## config.mk

```make
export PLATFORM = sky130hd
export DESIGN_NAME = sio_core
export DESIGN_NICKNAME = d
export VERILOG_FILES = /design/src/rtl/sio_pkg.sv /design/src/rtl/sio_regs.sv /design/src/rtl/sio_tx.sv /design/src/rtl/sio_rx.sv /design/src/rtl/sio_core.sv
export SDC_FILE = /design/constraint.sdc
export NUM_CORES = 1
export LEC_CHECK = 0
export ABC_AREA = 1
export BUFFER_PORTS_ARGS = -buffer_cell sky130_fd_sc_hd__buf_4
export CAP_MARGIN = 20
export CORE_MARGIN = 5
export CORE_UTILIZATION = 36
export DETAILED_ROUTE_END_ITERATION = 7
export SKIP_CTS_REPAIR_TIMING = 1
export SYNTH_ARGS = -nofsm -noshare
export SYNTH_HDL_FRONTEND = slang
export SYNTH_HIERARCHICAL = 1
export SYNTH_SLANG_ARGS = --single-unit
```

## constraint.sdc

```tcl
create_clock -name clk -period 5.7 [get_ports clk]
set_clock_uncertainty 0.15 [all_clocks]
set_input_delay 0.285 -clock clk [delete_from_list [all_inputs] [get_ports clk]]
set_output_delay 0.285 -clock clk [all_outputs]
set_load 0.01 [all_outputs]
```

## src/rtl/sio_pkg.sv

```systemverilog
package sio_pkg;
  typedef enum logic [1:0] {
    REG_CTRL = 2'd0,
    REG_STAT = 2'd1,
    REG_TDAT = 2'd2,
    REG_RDAT = 2'd3
  } reg_addr_t;

  localparam int C_TEN = 0;
  localparam int C_REN = 1;
  localparam int C_RIE = 2;
  localparam int C_PAR = 3;
  localparam int NCTRL = 4;

  localparam int S_TXE = 0;
  localparam int S_RXF = 1;
  localparam int S_FER = 2;
  localparam int S_PER = 3;
  localparam int S_OVR = 4;
  localparam int NFLAG = 5;

  typedef enum logic [2:0] {
    RX_IDLE,
    RX_START,
    RX_DATA,
    RX_PAR,
    RX_STOP
  } rx_state_t;
endpackage

```

## src/rtl/sio_regs.sv

```systemverilog
module sio_regs
  import sio_pkg::*;
(
  input  logic       clk,
  input  logic       rst_ni,
  input  logic [1:0] addr,
  input  logic       wr,
  input  logic       rd,
  input  logic [7:0] wdata,
  output logic [7:0] rdata,
  input  logic       tx_ld,
  input  logic       rx_done,
  input  logic [7:0] rx_byte,
  input  logic       rx_fe,
  input  logic       rx_pe,
  output logic       ten,
  output logic       ren,
  output logic       par_en,
  output logic [7:0] tdr,
  output logic       tx_req,
  output logic       irq_rxi,
  output logic       irq_eri
);
  logic [NCTRL-1:0] ctrl_q, ctrl_d;
  logic [NFLAG-1:0] flg_q, flg_d, arm_q, arm_d, set_v, clr_v;
  logic [7:0]       tdr_q, tdr_d, rdr_q, rdr_d;
  logic             wr_ctrl, wr_stat, wr_tdat, rd_stat, take;

  assign wr_ctrl = wr && (addr == REG_CTRL);
  assign wr_stat = wr && (addr == REG_STAT);
  assign wr_tdat = wr && (addr == REG_TDAT);
  assign rd_stat = rd && (addr == REG_STAT);
  assign take    = rx_done && !flg_q[S_RXF];

  always_comb begin
    ctrl_d = wr_ctrl ? wdata[NCTRL-1:0] : ctrl_q;
    tdr_d  = wr_tdat ? wdata : tdr_q;
    rdr_d  = take ? rx_byte : rdr_q;
    set_v        = '0;
    set_v[S_TXE] = tx_ld;
    set_v[S_RXF] = take;
    set_v[S_FER] = take && rx_fe;
    set_v[S_PER] = take && rx_pe;
    set_v[S_OVR] = rx_done && flg_q[S_RXF];
    for (int i = 0; i < NFLAG; i++) begin
      clr_v[i] = wr_stat && !wdata[i] && arm_q[i];
      flg_d[i] = set_v[i] | (flg_q[i] & ~clr_v[i]);
      if (clr_v[i] || (set_v[i] && !flg_q[i]))
        arm_d[i] = 1'b0;
      else if (rd_stat && flg_q[i])
        arm_d[i] = 1'b1;
      else
        arm_d[i] = arm_q[i];
    end
    if (!ctrl_q[C_TEN])
      flg_d[S_TXE] = 1'b1;
  end

  always_ff @(posedge clk or negedge rst_ni) begin
    if (!rst_ni) begin
      ctrl_q <= '0;
      flg_q  <= NFLAG'(1) << S_TXE;
      arm_q  <= '0;
      tdr_q  <= '0;
      rdr_q  <= '0;
    end else begin
      ctrl_q <= ctrl_d;
      flg_q  <= flg_d;
      arm_q  <= arm_d;
      if (wr_tdat) tdr_q <= tdr_d;
      if (take)    rdr_q <= rdr_d;
    end
  end

  always_comb begin
    unique case (addr)
      REG_CTRL: rdata = {{(8-NCTRL){1'b0}}, ctrl_q};
      REG_STAT: rdata = {{(8-NFLAG){1'b0}}, flg_q};
      REG_TDAT: rdata = tdr_q;
      default:  rdata = rdr_q;
    endcase
  end

  assign ten     = ctrl_q[C_TEN];
  assign ren     = ctrl_q[C_REN];
  assign par_en  = ctrl_q[C_PAR];
  assign tdr     = tdr_q;
  assign tx_req  = ctrl_q[C_TEN] && !flg_q[S_TXE];
  assign irq_rxi = ctrl_q[C_RIE] && flg_q[S_RXF];
  assign irq_eri = ctrl_q[C_RIE] && (flg_q[S_FER] || flg_q[S_PER] || flg_q[S_OVR]);


  rxf_clear_chk: assert property (@(posedge clk) disable iff (!rst_ni)
    $fell(flg_q[S_RXF]) |-> $past(wr_stat && !wdata[S_RXF]));

  ovr_keep_chk: assert property (@(posedge clk) disable iff (!rst_ni)
    (rx_done && flg_q[S_RXF]) |=> $stable(rdr_q));

  ren_off_chk: assert property (@(posedge clk) disable iff (!rst_ni)
    (!ren && !rx_done && !wr_stat) |=> $stable(flg_q[S_OVR:S_RXF]));

  txe_hold_chk: assert property (@(posedge clk) disable iff (!rst_ni)
    !ten |=> flg_q[S_TXE]);
endmodule

```

## src/rtl/sio_tx.sv

```systemverilog
module sio_tx #(
  parameter int CLK_PER_BIT = 64
) (
  input  logic       clk,
  input  logic       rst_ni,
  input  logic       tx_req,
  input  logic [7:0] tdr,
  input  logic       par_en,
  output logic       tx_ld,
  output logic       txd
);
  localparam int CW = $clog2(CLK_PER_BIT);
  localparam logic [CW-1:0] BMAX = CW'(CLK_PER_BIT - 1);

  logic [CW-1:0] bcnt_q, bcnt_d;
  logic [10:0]   sh_q, sh_d;
  logic [3:0]    left_q, left_d;
  logic          busy;

  assign busy  = (left_q != 4'd0);
  assign tx_ld = tx_req && !busy;

  always_comb begin
    bcnt_d = bcnt_q;
    sh_d   = sh_q;
    left_d = left_q;
    if (tx_ld) begin
      sh_d   = {1'b1, (par_en ? ^tdr : 1'b1), tdr, 1'b0};
      left_d = par_en ? 4'd11 : 4'd10;
      bcnt_d = '0;
    end else if (busy) begin
      if (bcnt_q == BMAX) begin
        bcnt_d = '0;
        sh_d   = {1'b1, sh_q[10:1]};
        left_d = left_q - 4'd1;
      end else begin
        bcnt_d = bcnt_q + 1'b1;
      end
    end
  end

  always_ff @(posedge clk or negedge rst_ni) begin
    if (!rst_ni) begin
      bcnt_q <= '0;
      sh_q   <= '1;
      left_q <= '0;
    end else if (tx_ld || busy) begin
      bcnt_q <= bcnt_d;
      sh_q   <= sh_d;
      left_q <= left_d;
    end
  end

  assign txd = busy ? sh_q[0] : 1'b1;


  tx_start_chk: assert property (@(posedge clk) disable iff (!rst_ni)
    tx_ld |=> !txd);

  tx_bit_hold_chk: assert property (@(posedge clk) disable iff (!rst_ni)
    (busy && bcnt_q != BMAX && !tx_ld) |=> $stable(txd));
endmodule

```

## src/rtl/sio_rx.sv

```systemverilog
module sio_rx
  import sio_pkg::*;
#(
  parameter int TICK_DIV = 4,
  parameter int OS       = 16
) (
  input  logic       clk,
  input  logic       rst_ni,
  input  logic       rxd,
  input  logic       ren,
  input  logic       par_en,
  output logic       done,
  output logic [7:0] byte_o,
  output logic       fe,
  output logic       pe
);
  localparam int TW = (TICK_DIV > 1) ? $clog2(TICK_DIV) : 1;
  localparam int OW = $clog2(OS);
  localparam logic [TW-1:0] TMAX = TW'(TICK_DIV - 1);
  localparam logic [OW-1:0] HALF = OW'(OS / 2 - 1);
  localparam logic [OW-1:0] LAST = OW'(OS - 1);

  logic          s1_q, s2_q, prev_q, prev_d, tick;
  logic [TW-1:0] tdiv_q;
  rx_state_t     st_q, st_d;
  logic [OW-1:0] tcnt_q, tcnt_d;
  logic [2:0]    bitn_q, bitn_d;
  logic [7:0]    sh_q, sh_d;
  logic          parb_q, parb_d, done_q, done_d, fe_q, fe_d, pe_q, pe_d;

  always_ff @(posedge clk or negedge rst_ni) begin
    if (!rst_ni) begin
      s1_q   <= 1'b1;
      s2_q   <= 1'b1;
      tdiv_q <= '0;
    end else begin
      s1_q   <= rxd;
      s2_q   <= s1_q;
      tdiv_q <= (tdiv_q == TMAX) ? '0 : tdiv_q + 1'b1;
    end
  end
  assign tick = (tdiv_q == TMAX);

  always_comb begin
    st_d   = st_q;
    tcnt_d = tcnt_q;
    bitn_d = bitn_q;
    sh_d   = sh_q;
    parb_d = parb_q;
    done_d = 1'b0;
    fe_d   = fe_q;
    pe_d   = pe_q;
    prev_d = tick ? s2_q : prev_q;
    if (!ren) begin
      st_d = RX_IDLE;
    end else if (tick) begin
      unique case (st_q)
        RX_IDLE: if (prev_q && !s2_q) begin
          st_d   = RX_START;
          tcnt_d = '0;
        end
        RX_START: if (tcnt_q == HALF) begin
          st_d   = s2_q ? RX_IDLE : RX_DATA;
          tcnt_d = '0;
          bitn_d = '0;
        end else tcnt_d = tcnt_q + 1'b1;
        RX_DATA: if (tcnt_q == LAST) begin
          tcnt_d = '0;
          sh_d   = {s2_q, sh_q[7:1]};
          bitn_d = bitn_q + 1'b1;
          if (bitn_q == 3'd7) st_d = par_en ? RX_PAR : RX_STOP;
        end else tcnt_d = tcnt_q + 1'b1;
        RX_PAR: if (tcnt_q == LAST) begin
          tcnt_d = '0;
          parb_d = s2_q;
          st_d   = RX_STOP;
        end else tcnt_d = tcnt_q + 1'b1;
        default: if (tcnt_q == LAST) begin
          done_d = 1'b1;
          fe_d   = !s2_q;
          pe_d   = par_en && (parb_q != ^sh_q);
          st_d   = RX_IDLE;
        end else tcnt_d = tcnt_q + 1'b1;
      endcase
    end
  end

  always_ff @(posedge clk or negedge rst_ni) begin
    if (!rst_ni) begin
      st_q   <= RX_IDLE;
      tcnt_q <= '0;
      bitn_q <= '0;
      sh_q   <= '0;
      parb_q <= 1'b0;
      done_q <= 1'b0;
      fe_q   <= 1'b0;
      pe_q   <= 1'b0;
      prev_q <= 1'b1;
    end else begin
      st_q   <= st_d;
      done_q <= done_d;
      prev_q <= prev_d;
      if (tick) begin
        tcnt_q <= tcnt_d;
        bitn_q <= bitn_d;
        sh_q   <= sh_d;
        parb_q <= parb_d;
        fe_q   <= fe_d;
        pe_q   <= pe_d;
      end
    end
  end

  assign done   = done_q;
  assign byte_o = sh_q;
  assign fe     = fe_q;
  assign pe     = pe_q;


  done_pulse_chk: assert property (@(posedge clk) disable iff (!rst_ni)
    done |=> !done);

  ren_idle_chk: assert property (@(posedge clk) disable iff (!rst_ni)
    !ren |=> (st_q == RX_IDLE && !done));

  start_reject_chk: assert property (@(posedge clk) disable iff (!rst_ni)
    (ren && tick && st_q == RX_START && tcnt_q == HALF && s2_q) |=> (st_q == RX_IDLE));
endmodule

```

## src/rtl/sio_core.sv

```systemverilog
module sio_core #(
  parameter int TICK_DIV = 4,
  parameter int OS       = 16
) (
  input  logic       clk,
  input  logic       rst_n,
  input  logic [1:0] bus_addr,
  input  logic       bus_wr,
  input  logic       bus_rd,
  input  logic [7:0] bus_wdata,
  output logic [7:0] bus_rdata,
  output logic       ser_txd,
  input  logic       ser_rxd,
  output logic       irq_rx_full,
  output logic       irq_rx_err
);
  localparam int CLK_PER_BIT = OS * TICK_DIV;

  logic       rst_m_q, rst_s_q;
  logic       ten, ren, par_en, tx_req, tx_ld, rx_done, rx_fe, rx_pe;
  logic [7:0] tdr, rx_byte;

  always_ff @(posedge clk or negedge rst_n) begin
    if (!rst_n) begin
      rst_m_q <= 1'b0;
      rst_s_q <= 1'b0;
    end else begin
      rst_m_q <= 1'b1;
      rst_s_q <= rst_m_q;
    end
  end

  sio_regs u_regs (
    .clk     (clk),
    .rst_ni  (rst_s_q),
    .addr    (bus_addr),
    .wr      (bus_wr),
    .rd      (bus_rd),
    .wdata   (bus_wdata),
    .rdata   (bus_rdata),
    .tx_ld   (tx_ld),
    .rx_done (rx_done),
    .rx_byte (rx_byte),
    .rx_fe   (rx_fe),
    .rx_pe   (rx_pe),
    .ten     (ten),
    .ren     (ren),
    .par_en  (par_en),
    .tdr     (tdr),
    .tx_req  (tx_req),
    .irq_rxi (irq_rx_full),
    .irq_eri (irq_rx_err)
  );

  sio_tx #(.CLK_PER_BIT(CLK_PER_BIT)) u_tx (
    .clk    (clk),
    .rst_ni (rst_s_q),
    .tx_req (tx_req),
    .tdr    (tdr),
    .par_en (par_en),
    .tx_ld  (tx_ld),
    .txd    (ser_txd)
  );

  sio_rx #(.TICK_DIV(TICK_DIV), .OS(OS)) u_rx (
    .clk    (clk),
    .rst_ni (rst_s_q),
    .rxd    (ser_rxd),
    .ren    (ren),
    .par_en (par_en),
    .done   (rx_done),
    .byte_o (rx_byte),
    .fe     (rx_fe),
    .pe     (rx_pe)
  );


  tx_when_enabled_chk: assert property (@(posedge clk) disable iff (!rst_s_q)
    tx_ld |-> ten);
endmodule

```

==> metrics.md <==
| Metric | Value |
|---|---|
| Antenna violations before repair | `0` |
| Register area share after synthesis | `46.9%` |
| Total GRT Usage | `13.5%` |
| Die boundary width | `119 um` |
| Syn_area_per_cell | `7.73 um^2` |
| Max-slew violation count | `0` |
| I/O pin count | `26` |
| Pwr Density | `307 mW/mm^2` |
| Antenna cell count | `0` |
| Fin crit period | `1.84 ns` |
| GP Congestion | `0.807` |
| Post-Syn Area | `0.00425 mm^2` |
| Fraction of registers with async set/reset | `100%` |
| Largest buffer count on any clock path | `2` |
| Synth Flop Type | `dfrtp_1` |
| Vias/cell | `4.66` |
| Seq pwr share | `44.2%` |
| Sw frac | `27.4%` |
| Post-synth cell types | `40` |
| Die height | `119 um` |
| CP cell instances | `inv_1, ha_1, nand3_4, nand2_1, buf_4` |
| #FFs+latches synth | `79` |
| Clock network fraction of design power | `40.6%` |
| Pre-antenna DRT Iters | `4` |
| Final Hold Viols | `0` |
| Iteration-0 DRC Markers | `164` |
| GR Overflow Total | `0` |
| Synthesis Warnings | `6` |
| CP top delay family | `flip-flops` |
| Worst Tran Pin Value | `0.759 ns` |
| Top-area cell type share of the netlist area | `38.2%` |
| WL/cell | `12.3 um` |
| Fill cell count | `1,197` |
| P_leak | `2.55 nW` |
| Reg clk slew, reported paths | `0.06 ns` |
| Syn Inst Count | `550` |
| Fmax | `544 MHz` |
| Critical Path Fanout Max | `9` |
| TritonCTS Sinks | `79` |
| Post-synth top cells | `nand2_1, inv_1, dfrtp_1` |
| Pint | `1.10 mW` |
| Slew headroom | `49.2%` |
| Final setup fails | `0` |
| CTS tree | `built` |
| Syn nets | `572` |
| Critical path required time | `5.27 ns` |
| Status | `complete, no violations` |
| CTS Buf Count | `9` |
| Post-DP HPWL | `6660 um` |
| EDFF count, synth | `0` |
| Area leader, netlist | `dfrtp_1` |
| CP arrival | `1.40 ns` |
| Clock Latency Late Sink | `0.33 ns` |
| Area growth, synth to finish | `15.7%` |
| Power Total | `1.51 mW` |
| Top cells by area, synth | `dfrtp_1, nand2_1, dfstp_2, inv_1, nor2_1` |
| Fin nets | `604` |
| Final period util | `32.2%` |
| CP max-delay cell | `dfrtp_1` |
| DRC | `0` |
| H-tree depth | `3` |
| Hold Path Class | `in -> reg` |
| Switching power | `0.414 mW` |
| Max-cap violations | `0` |
| Rows | `39` |
| Bufs and invs on worst path | `2` |
| Largest net degree at the start of global routing | `78` |
| Crit Path Class | `reg -> out` |
| Final setup TNS | `0 ns` |
| Top-count cell post-synth | `nand2_1` |
| Startpoint types | `register` |
| RSZ-0062 raised after global routing | `false` |
| First-pass GRT wire length | `15,700 um` |
| Post-DRT Antenna Nets | `0` |
| CP max stage delay | `0.38 ns` |
| Root buf cell | `clkbuf_16` |
| PortBufs | `25` |
| Starting Density | `36.9%` |
| Logic gate share of total power | `15.2%` |
| R2r setup slk | `3.96 ns` |
| Vias in the first global route | `3,364` |
| Fraction of layout cells with a size suffix above 1 | `15.8%` |
| Crit path capture type | `output port` |
| Detailed-route via count | `3,401` |
| Core ar. | `0.0115 mm^2` |
| VDD IR max | `0.193 mV` |
| Total wire length | `8970 um` |
| Die area | `0.0141 mm^2` |
-- logic make-up (layout without fill, tap and decap cells) --
kind of cell / Yosys count / after routing / synth area share (%)
xor+xnor: 4 / 4 / 0.824
flops: 79 / 79 / 46.9
buf+inv: 80 / 117 / 8.06
simple gates: 311 / 311 / 32.7
fa+ha+maj: 7 / 7 / 2.06
other cells: 1 / 1 / 0.0882
compound gates: 68 / 68 / 9.38
-- worst paths after layout --
path	end	from	cells past startpoint
max	ser_txd	u_tx/left_q[0]	5
min	u_regs/tdr[7]	bus_wdata[7]	3
max reg2reg	u_tx/sh_q[7]	u_tx/left_q[0]	8
min reg2reg	u_rx/byte_o[3]	rst_s_q	0
max in group asynchronous	u_regs/flg_q[0]	rst_s_q	1
min in group asynchronous	rst_s_q	rst_n	2
-- cells in the final DEF (no fill, tap or decap), drive strengths merged --
master       Yosys  routed
dfrtp           65      65
conb             1       1
dlygate4sd3      0       2
inv             73      73
xnor2            3       3
nand2          215     215
a21oi           13      13
clkinvlp         0       1
xor2             1       1
ha               7       7
clkbuf           0      13
o211ai           3       3
o21ai           44      44
a32o             1       1
bufinv           0       2
nand3b           2       2
nor2            50      50
a31oi            1       1
o22ai            5       5
nand3           29      29
nand4            9       9
or2              4       4
nor3             2       2
buf              7      26
a22o             1       1
dfstp           14      14
-- worst register-to-register path: stages (launching register included) --
cell     delay [ns]
dfrtp_1        0.38
inv_1          0.12
ha_1           0.21
nand3_4        0.16
inv_1          0.13
nand2_4        0.11
nand2_4        0.22
nor2_1         0.07
a21oi_1        0.13
-- cell type report --
type	count	area, um^2	share of cell area, %
inverters	73	277	5.62
clock buffers	13	250	5.08
clock inverters	3	67.6	1.37
repair buffers	28	235	4.78
flip-flops and latches	79	2000	40.6
well taps	143	179	3.63
multi-input cells	391	1920	38.9
-- through the flow --
stage               worst slack [ns]  hold slack [ns]  util, %  instance area, um^2  cells
finish                          3.86           0.0350     42.8                 4920    730
global route                    3.74           0.0435     42.8                 4920    730
CTS                             3.85           -0.443     42.3                 4880    727
detailed placement              3.96          -0.0806     39.6                 4560    711
global placement                4.03          -0.0824     39.6                 4560    711
floorplan                       3.21           -0.161        -                 4250    550
-- power groups by stage --
stage | Combinational (mW) | Clock [mW] | Sequential, mW
after global routing | 0.266 | 0.658 | 0.677
after floorplan | 0.163 | 0 | 0.666
after CTS | 0.222 | 0.635 | 0.676
final | 0.229 | 0.614 | 0.669
after detailed placement | 0.220 | 0 | 0.685
after global placement | 0.215 | 0 | 0.682
-- state kept, by name (all words and copies together) (netlist names), 5 cells and up --
| register | count |
|---|---|
| u_tx/bcnt_q | 6 |
| u_regs/arm_q | 5 |
| u_tx/sh_q | 10 |
| u_regs/tdr | 8 |
| u_rx/byte_o | 8 |
| u_regs/rdr_q | 8 |
| u_regs/flg_q | 5 |
-- layer usage --
metal	track usage [%]	share of wire [%]	vias up
li1	-	-	1786
met5	0	0	-
met1	17.0	46	1564
met4	3.91	1.3	0
met3	3.53	3.8	10
met2	22.9	49	41
(Power assumes the default switching activity.)
